[src/rtl/rsad_pkg.sv]
package rsad_pkg;
  typedef enum logic [1:0] {
    PH_WAIT = 2'd0,
    PH_RUN  = 2'd1,
    PH_DONE = 2'd2
  } sweep_phase_e;
endpackage

[src/rtl/rsad_store.sv]
module rsad_store #(
  parameter int RES_W  = 8,
  parameter int POINTS = 16,
  localparam int AW = (POINTS > 1) ? $clog2(POINTS) : 1
) (
  input  logic             clk,
  input  logic             rst_n,
  input  logic             init_i,
  input  logic [AW-1:0]    sw_addr_i,
  output logic [RES_W-1:0] sw_code_o,
  input  logic             wb_en_i,
  input  logic [AW-1:0]    wb_addr_i,
  input  logic             cmp_i,
  input  logic [RES_W-1:0] step_i,
  input  logic             last_i,
  input  logic [AW-1:0]    rd_addr_i,
  output logic [RES_W-1:0] rd_code_o
);
  localparam logic [RES_W-1:0] MID  = {1'b1, {(RES_W-1){1'b0}}};
  localparam logic [RES_W-1:0] FULL = {RES_W{1'b1}};

  logic [RES_W-1:0] mem_q [POINTS];
  logic [RES_W-1:0] cur, nxt, amt;
  logic [RES_W:0]   sum, dif;

  assign sw_code_o = mem_q[sw_addr_i];
  assign rd_code_o = mem_q[rd_addr_i];
  assign cur       = mem_q[wb_addr_i];

  // amount to move: final sweep only steps down by one
  always_comb begin
    amt = last_i ? {{(RES_W-1){1'b0}}, 1'b1} : step_i;
    sum = {1'b0, cur} + {1'b0, amt};
    dif = {1'b0, cur} - {1'b0, amt};
    if (cmp_i) begin
      if (last_i)      nxt = cur;
      else if (sum[RES_W]) nxt = FULL;
      else             nxt = sum[RES_W-1:0];
    end else begin
      if (dif[RES_W])  nxt = '0;
      else             nxt = dif[RES_W-1:0];
    end
  end

  always_ff @(posedge clk or negedge rst_n) begin
    if (!rst_n) begin
      for (int i = 0; i < POINTS; i++) mem_q[i] <= MID;
    end else if (init_i) begin
      for (int i = 0; i < POINTS; i++) mem_q[i] <= MID;
    end else if (wb_en_i) begin
      mem_q[wb_addr_i] <= nxt;
    end
  end
endmodule

[src/rtl/rsad_seq.sv]
module rsad_seq
  import rsad_pkg::*;
#(
  parameter int RES_W  = 8,
  parameter int POINTS = 16,
  localparam int AW = (POINTS > 1) ? $clog2(POINTS) : 1,
  localparam int CW = $clog2(POINTS + 1),
  localparam int SW = $clog2(RES_W + 1)
) (
  input  logic             clk,
  input  logic             rst_n,
  input  logic             start_i,
  input  logic             trig_i,
  input  logic             smp_en_i,
  output logic [AW-1:0]    sw_addr_o,
  input  logic [RES_W-1:0] sw_code_i,
  output logic             wb_en_o,
  output logic [AW-1:0]    wb_addr_o,
  output logic [RES_W-1:0] step_o,
  output logic             last_o,
  output logic [RES_W-1:0] dac_code_o,
  output logic             latch_o,
  output logic             done_o
);
  sweep_phase_e     phase_q;
  logic [SW-1:0]    sweep_q;
  logic [CW-1:0]    cnt_q;
  logic             pend_q;
  logic [AW-1:0]    pend_addr_q;
  logic [RES_W-1:0] dac_q;
  logic             latch_q;
  logic             running, issue, more;
  int               sh;

  assign running   = (phase_q == PH_RUN);
  assign more      = (cnt_q < CW'(POINTS));
  assign issue     = running && smp_en_i && more;
  assign wb_en_o   = running && smp_en_i && pend_q;
  assign wb_addr_o = pend_addr_q;
  assign sw_addr_o = cnt_q[AW-1:0];
  assign last_o    = (sweep_q == SW'(RES_W - 1));
  assign done_o    = (phase_q == PH_DONE);
  assign dac_code_o = dac_q;
  assign latch_o    = latch_q;

  always_comb begin
    sh = RES_W - 2 - int'(sweep_q);
    if (sh < 0) sh = 0;
    step_o = {{(RES_W-1){1'b0}}, 1'b1} << sh;
  end

  always_ff @(posedge clk or negedge rst_n) begin
    if (!rst_n) begin
      phase_q     <= PH_WAIT;
      sweep_q     <= '0;
      cnt_q       <= '0;
      pend_q      <= 1'b0;
      pend_addr_q <= '0;
      dac_q       <= '0;
      latch_q     <= 1'b0;
    end else if (start_i) begin
      phase_q <= PH_WAIT;
      sweep_q <= '0;
      cnt_q   <= '0;
      pend_q  <= 1'b0;
      latch_q <= 1'b0;
    end else begin
      latch_q <= issue;
      if (issue) dac_q <= sw_code_i;
      case (phase_q)
        PH_WAIT: begin
          if (trig_i) begin
            phase_q <= PH_RUN;
            cnt_q   <= '0;
            pend_q  <= 1'b0;
          end
        end
        PH_RUN: begin
          if (smp_en_i) begin
            if (more) begin
              cnt_q       <= cnt_q + 1'b1;
              pend_q      <= 1'b1;
              pend_addr_q <= cnt_q[AW-1:0];
            end else begin
              pend_q  <= 1'b0;
              sweep_q <= sweep_q + 1'b1;
              phase_q <= last_o ? PH_DONE : PH_WAIT;
            end
          end
        end
        default: phase_q <= PH_DONE;
      endcase
    end
  end
endmodule

[src/rtl/rsad_rdport.sv]
module rsad_rdport #(
  parameter int RES_W  = 8,
  parameter int POINTS = 16,
  localparam int AW = (POINTS > 1) ? $clog2(POINTS) : 1
) (
  input  logic             clk,
  input  logic             rst_n,
  input  logic             start_i,
  input  logic             done_i,
  input  logic             req_valid_i,
  input  logic [AW-1:0]    req_addr_i,
  output logic             req_ready_o,
  output logic [AW-1:0]    rd_addr_o,
  input  logic [RES_W-1:0] rd_code_i,
  output logic             resp_valid_o,
  output logic [RES_W-1:0] resp_data_o,
  input  logic             resp_ready_i
);
  logic             vld_q;
  logic [RES_W-1:0] data_q;

  assign req_ready_o  = done_i && !vld_q;
  assign rd_addr_o    = req_addr_i;
  assign resp_valid_o = vld_q;
  assign resp_data_o  = data_q;

  always_ff @(posedge clk or negedge rst_n) begin
    if (!rst_n) begin
      vld_q  <= 1'b0;
      data_q <= '0;
    end else if (start_i) begin
      vld_q <= 1'b0;
    end else if (req_valid_i && req_ready_o) begin
      vld_q  <= 1'b1;
      data_q <= rd_code_i;
    end else if (vld_q && resp_ready_i) begin
      vld_q <= 1'b0;
    end
  end
endmodule

[src/rtl/rsad_top.sv]
module rsad_top #(
  parameter int RES_W  = 8,
  parameter int POINTS = 16,
  localparam int AW = (POINTS > 1) ? $clog2(POINTS) : 1
) (
  input  logic             clk,
  input  logic             rst_n,
  input  logic             start_i,
  input  logic             trig_i,
  input  logic             smp_en_i,
  input  logic             cmp_i,
  output logic [RES_W-1:0] dac_code_o,
  output logic             latch_o,
  output logic             done_o,
  input  logic             rd_req_valid_i,
  input  logic [AW-1:0]    rd_req_addr_i,
  output logic             rd_req_ready_o,
  output logic             rd_resp_valid_o,
  output logic [RES_W-1:0] rd_resp_data_o,
  input  logic             rd_resp_ready_i
);
  logic [AW-1:0]    sw_addr, wb_addr, rd_addr;
  logic [RES_W-1:0] sw_code, step, rd_code;
  logic             wb_en, last;

  rsad_seq #(.RES_W(RES_W), .POINTS(POINTS)) seq_i (
    .clk(clk), .rst_n(rst_n), .start_i(start_i), .trig_i(trig_i),
    .smp_en_i(smp_en_i), .sw_addr_o(sw_addr), .sw_code_i(sw_code),
    .wb_en_o(wb_en), .wb_addr_o(wb_addr), .step_o(step), .last_o(last),
    .dac_code_o(dac_code_o), .latch_o(latch_o), .done_o(done_o)
  );

  rsad_store #(.RES_W(RES_W), .POINTS(POINTS)) store_i (
    .clk(clk), .rst_n(rst_n), .init_i(start_i),
    .sw_addr_i(sw_addr), .sw_code_o(sw_code),
    .wb_en_i(wb_en), .wb_addr_i(wb_addr), .cmp_i(cmp_i),
    .step_i(step), .last_i(last),
    .rd_addr_i(rd_addr), .rd_code_o(rd_code)
  );

  rsad_rdport #(.RES_W(RES_W), .POINTS(POINTS)) rd_i (
    .clk(clk), .rst_n(rst_n), .start_i(start_i), .done_i(done_o),
    .req_valid_i(rd_req_valid_i), .req_addr_i(rd_req_addr_i),
    .req_ready_o(rd_req_ready_o), .rd_addr_o(rd_addr), .rd_code_i(rd_code),
    .resp_valid_o(rd_resp_valid_o), .resp_data_o(rd_resp_data_o),
    .resp_ready_i(rd_resp_ready_i)
  );
endmodule

[config.mk]
export PLATFORM = sky130hd
export DESIGN_NAME = rsad_top
export DESIGN_NICKNAME = d
export VERILOG_FILES = /design/src/rtl/rsad_pkg.sv /design/src/rtl/rsad_store.sv /design/src/rtl/rsad_seq.sv /design/src/rtl/rsad_rdport.sv /design/src/rtl/rsad_top.sv
export SDC_FILE = /design/constraint.sdc
export NUM_CORES = 1
export LEC_CHECK = 0
export BUFFER_PORTS_ARGS = -buffer_cell sky130_fd_sc_hd__buf_2
export CAP_MARGIN = 0
export CORE_ASPECT_RATIO = 2
export CORE_MARGIN = 2
export CORE_UTILIZATION = 30
export DETAILED_ROUTE_END_ITERATION = 8
export RECOVER_POWER = 50
export SYNTH_ARGS = -nofsm -noshare
export SYNTH_HDL_FRONTEND = slang
export SYNTH_SLANG_ARGS = --single-unit
export TNS_END_PERCENT = 100
[constraint.sdc]
create_clock -name clk -period 10.83 [get_ports clk]
set_clock_uncertainty 0.1 [all_clocks]
set_input_delay 1.083 -clock clk [delete_from_list [all_inputs] [get_ports clk]]
set_output_delay 1.083 -clock clk [all_outputs]
set_load 0.005 [all_outputs]
Word level (Yosys, flattened, before mapping)
Cells that the tools add are included.

Flip-flop bits (word level): 162. Bits of input ports: 12.

Add/subtract/negate cells: 5. Order comparisons: 6. Equality and inequality tests: 8. Shift operators: 1. Multiplexer cells: 44. Bitwise logic cells: 4. Reduce and logical (&&, ||, !) cells: 21.

Operators with widths (number): 128-bit 2-to-1 mux (2); 128-bit bitwise mux (1); 8-bit binary-select mux with 4-bit select (3); 8-bit 2-to-1 mux (12); 8-bit demux with 4-bit select (1); 32-bit by 1-bit less-than comparator with 1-bit output, second input constant (1); 32-bit 2-to-1 mux (1); 1-bit by 32-bit left shift with 8-bit output, first input constant (1); 5-bit 2-to-1 mux (4); 4-bit 2-to-1 mux (4); 5-bit >= comparator, second input constant (3); 4-bit inverter with 5-bit output (3); 3-bit != test, second input constant (4); 2-bit 2-to-1 mux (5); 5-bit one-hot mux with 2 select lines (1); 8-bit by 8-bit adder with 9-bit output (1); 3-bit AND reduction (3); 8-bit by 8-bit subtractor with 9-bit output (1); 1-bit 2-to-1 mux (8); 4-bit AND reduction (2); 1-bit logical AND (7); 2-bit nonzero test (3); 3-bit nonzero test (2); 5-bit by 1-bit adder with 5-bit output, second input constant (1); other kinds (14) (15).

Depth between registers and ports, before layout
Word-level depth: 12. Mapped depth: 17. Mapped depth without buffers: 13.

Hierarchy
Synthesis repeated with hierarchy kept, for this count alone.

Cells, all modules: 1017. Area, all modules: 11443.5 sq um.

Modules (own cells, without submodules): rsad_store (instances 1, cells an instance 880, area each 9720.6 sq um); rsad_seq (instances 1, cells an instance 110, area each 1295.0 sq um); rsad_rdport (instances 1, cells an instance 27, area each 427.9 sq um).

Worst setup path after synthesis
OpenSTA, ideal clock, no wires.

Path type: reg-to-reg. Start point: register seq_i.pend_addr_q[0], in the netlist seq_i.wb_addr_o[0]. End point: register store_i.mem_q[15] (netlist name). Arrival time: 3.820 ns. Path slack: 6.808 ns. Stages on the path, launching flop included: 16. Path buffers: 4. Cells stage by stage: dfrtp_1 > buf_6 > buf_4 > mux4_2 > nor2b_1 > a211oi_1 > nor2_1 > ha_1 > buf_4 > inv_1 > a211o_1 > a2111oi_4 > or4b_1 > a41o_2 > buf_6 > a2bb2oi_1.

Longest elaborated chain between the ends: 11. Elaborated cells on any way between the ends: 18. Classes of those cells: 2 x add/sub; 2 x order compare; 12 x mux; 1 x bitwise; 1 x reduce/logical.

Ends and longest elaborated chain: start: declaration (line rsad_seq.sv:29) `logic [AW-1:0] pend_addr_q;`; start signal: assignment (line rsad_seq.sv:83) `pend_addr_q <= cnt_q[AW-1:0];`; 4-bit inverter with 5-bit output (not written as such) (*) (line rsad_store.sv:28, rsad_store.sv:51); 8-bit binary-select mux with 4-bit select (line rsad_store.sv:28) `assign cur = mem_q[wb_addr_i];`; 8-bit 2-to-1 mux (not written as such) (2 in series) (line rsad_store.sv:28); 8-bit by 8-bit adder with 9-bit output (line rsad_store.sv:33) `sum = {1'b0, cur} + {1'b0, amt};`; 8-bit 2-to-1 mux (line rsad_store.sv:37) `else if (sum[RES_W]) nxt = FULL;`; 8-bit 2-to-1 mux (line rsad_store.sv:36) `if (last_i) nxt = cur;`; 8-bit 2-to-1 mux (line rsad_store.sv:35) `if (cmp_i) begin`; 128-bit bitwise mux (*) (line rsad_store.sv:51) `mem_q[wb_addr_i] <= nxt;`; 128-bit 2-to-1 mux (*) (line rsad_store.sv:50) `end else if (wb_en_i) begin`; 128-bit 2-to-1 mux (*) (line rsad_store.sv:48) `end else if (init_i) begin`; end signal: indexed assignment (line rsad_store.sv:51); end: declaration (line rsad_store.sv:22) `logic [RES_W-1:0] mem_q [POINTS];`.

Every way passes the cells marked *; elsewhere a longest branch is shown, timed or not. The select of a mux whose other input is x is not followed. A chain may end at the register's enable or synchronous reset.

==> flow_summary.ini <==
[timing]
finalSetupViolCount = 0
max_slew_margin_pct = -230.5
finalSetupTns_ps = 0
hold_violations = 0
post-route-period-util_pct = 51.10
fmaxAchievable_mhz = 180.7
slew_violations = 88
rsz0062_at_grt = false
period_needed_ps = 5535
tightestPinTransition_ps = 4957

[route]
wirelength_um = 33630
drtPass1Iterations = 5
route.detailed.drc = 0
wl_per_cell_um = 24.12
vias_per_cell = 5.715
antenna_left = 0
drtIter0Drc = 465
vias = 7967

[placed_design]
io_buffers = 31
routabilityCongestion = 0.9340
hpwl_um = 25200

[synthesis]
ys_types = 78
syn_area_per_cell_um2 = 11.02
synth_ff_type = dfrtp_1
synth_area_um2 = 10380
ys_ff_latch = 162
async_flop_share_pct = 100.0
yosysSeqAreaShare_pct = 39.25
syn-num-nets = 974
yosys_warnings = 0
syn_inst = 942
synth_edf_count = 0

[clocking]
htree_num_levels = 4
cts_hold_buf = 0
ctsRootBufferMaster = clkbuf_16
cts_max_path_buffers = 2
clk_pin_slew_ps = 80
ctsResizeCount = 0
cts_tree = done
clock_latency_ps = 460
clock-sinks = 162
postCtsSetupRepairBufs = 0
numCtsBuffers = 17

[critical_path]
crit_required_ps = 11120
end_kind = async pin
path_depth = 2
crit_family = buffers and inverters
cp_slowest_stage_delay_ps = 3400
worstPathCellList = clkbuf_1 -> buf_4
arrival_ps = 5820
critPathKind = in2async
cp.buffers_inverters = 2
cp-start-kind = input pin
cp_slowest_cell = clkbuf_1
rr_worst_depth = 9
r2r_slack_ps = 5450
path_max_fanout = 87

[finish]
post-route-util_pct = 33.14
fin_nets = 972
diodes = 0
fill_cells = 3431
drive_above_1_share_pct = 21.41
area.growth.synth_to_final_pct = 9.306

[global_route]
grt_max_degree = 88
grt_pass1_vias = 8111
grt_pass1_wl_um = 51120
antenna_found_initial = 0
grt_overflow = 0
grt_usage_pct = 19.41

[die]
die_h_um = 267.1
start_util_pct = 30.32
die_area_um2 = 36190
core_area_um2 = 34230
rows = 96
dieWidth_um = 135.5
io_pins = 32

[power_and_ir_drop]
p_per_area_nw_per_um2 = 115.6
power_leakage_nw = 4.681
ir_worst_vdd_mv = 0.09969

[job]
max_cap_violations = 1

[min_path]
hold_path.class = reg2reg
hold_depth = 2

[outcome]
status = finished with violations
violations = max-capacitance violations, max-slew violations
[tightest hold or removal path, delay by kind of cell (launching register included)]
family           cells  cell delay, ps
AND/OR/NAND/NOR      2             100
flip-flops           1             340
[synth_stat cells (3+ instances only)]
cell | instances | area [µm²]
buf_2 | 7 | 35.03
dfrtp_1 | 146 | 3654
o21ai_1 | 5 | 25.02
or2_2 | 5 | 31.28
inv_1 | 34 | 127.6
clkbuf_2 | 7 | 35.03
a21oi_1 | 20 | 100.1
nand2b_1 | 7 | 43.79
nand2_1 | 186 | 698.2
o211ai_1 | 4 | 30.03
mux2i_1 | 20 | 200.2
o21ai_0 | 122 | 610.6
buf_6 | 8 | 90.09
clkbuf_1 | 24 | 90.09
a22oi_1 | 3 | 22.52
xor2_1 | 4 | 35.03
nor2b_1 | 14 | 87.58
dfstp_2 | 16 | 420.4
and3_1 | 4 | 25.02
mux2_2 | 18 | 202.7
mux4_2 | 93 | 2095
ha_1 | 18 | 225.2
nor2_1 | 33 | 123.9
nand3_1 | 5 | 25.02
mux4_1 | 11 | 289.0
xnor2_1 | 3 | 26.28
and2b_2 | 6 | 52.55
buf_1 | 8 | 30.03
a2bb2oi_1 | 15 | 131.4
nor3b_1 | 4 | 30.03
and2_1 | 4 | 25.02
o21a_1 | 4 | 30.03
a31oi_1 | 5 | 31.28
or4_1 | 3 | 22.52
a211oi_1 | 7 | 52.55
nor3_1 | 13 | 65.06
[cells by family after synthesis]
| logic type | count (synthesis) | synth area share (%) |
|---|---|---|
| simple gates | 299 | 12.97 |
| compound gates | 216 | 12.99 |
| flops | 162 | 39.25 |
| mux | 142 | 26.84 |
| buf+inv | 96 | 4.797 |
| fa+ha+maj | 20 | 2.556 |
| xor+xnor | 7 | 0.5907 |
[layer usage]
| metal | track usage (%) | up-vias | part of all wire (%) |
|---|---|---|---|
| li1 | - | 3492 | - |
| met1 | 17.71 | 3985 | 31 |
| met2 | 35.09 | 335 | 54 |
| met3 | 3.502 | 155 | 4.0 |
| met4 | 18.61 | 0 | 11 |
| met5 | 0 | - | 0 |
[layout by cell type, fill, tap and decap left out, types with 4 or more instances in the layout]
| master | instances |
|---|---|
| xor2_1 | 4 |
| mux2_2 | 18 |
| mux2i_1 | 20 |
| a21oi_1 | 20 |
| nor2b_1 | 14 |
| or2_2 | 4 |
| a31oi_1 | 5 |
| clkbuf_16 | 17 |
| a211oi_1 | 7 |
| mux4_2 | 93 |
| nor2_1 | 33 |
| a2bb2oi_1 | 15 |
| o21ai_1 | 5 |
| and2b_2 | 6 |
| and3_1 | 4 |
| clkbuf_1 | 17 |
| mux4_1 | 11 |
| o21ai_0 | 122 |
| nand3_1 | 5 |
| nand2_1 | 186 |
| o21a_1 | 4 |
| buf_4 | 10 |
| nor3b_1 | 4 |
| inv_1 | 34 |
| ha_1 | 18 |
| dfrtp_1 | 143 |
| inv_6 | 4 |
| dfstp_2 | 16 |
| o211ai_1 | 4 |
| buf_2 | 15 |
| and2_1 | 4 |
| nor3_1 | 13 |
| nand2b_1 | 7 |
[layout make-up]
type	count	area, µm²	share of cell area, %
inverter	34	127.6	1.125
multi-input combinational	684	5808	51.19
clock buffer	19	442.9	3.904
sequential	162	4078	35.94
timing repair buffer	41	210.2	1.853
clock inverter	13	127.6	1.125
tap	441	551.8	4.863
[worst paths after layout]
check / end / startpoint
max in group clk: store_i.mem_q[97]$_DFFE_PN0P_ / seq_i.wb_addr_o[0]$_DFFE_PN0P_
min: seq_i.dac_code_o[4]$_DFFE_PN0P_ / seq_i.dac_code_o[4]$_DFFE_PN0P_
min in group asynchronous: store_i.mem_q[94]$_DFFE_PN0P_ / rst_n
max: seq_i.cnt_q[0]$_DFFE_PN0P_ / rst_n
min reg2reg: seq_i.dac_code_o[4]$_DFFE_PN0P_ / seq_i.dac_code_o[4]$_DFFE_PN0P_
max reg2reg: store_i.mem_q[97]$_DFFE_PN0P_ / seq_i.wb_addr_o[0]$_DFFE_PN0P_
[sequential cells by signal (all words and copies together) (netlist names)]
| name | cells |
|---|---|
| seq_i.sweep_q | 4 |
| seq_i.cnt_q | 5 |
| seq_i.phase_q | 2 |
| rd_i.resp_data_o | 8 |
| seq_i.pend_q | 1 |
| store_i.mem_q | 128 |
| seq_i.wb_addr_o | 4 |
| seq_i.dac_code_o | 8 |
| rd_i.resp_valid_o | 1 |
| seq_i.latch_o | 1 |
[power by group]
group          leakage, nW  switching [W]  internal, W  total [W]
clock                0.273       0.000276     0.000326   0.000602
combinational         2.21      0.0000646    0.0000287  0.0000933
sequential            2.20     0.00000806     0.000607   0.000615
total                 4.68       0.000349     0.000962    0.00131
[through the flow]
step	hold WS (ps)	std cells	worst slack (ps)	cell area, µm²	power [W]
after floorplan	349.9	942	6808	10380	0.0006844
after global placement	360.5	1362	5588	10800	0.0007209
after detailed placement	359.4	1362	5525	10800	0.0007215
after CTS	376.2	1394	5444	11370	0.001318
after global routing	394.1	1394	4351	11350	0.001349
final	373.1	1394	5295	11350	0.001311
No activity file was read; power rests on OpenSTA's default activity.
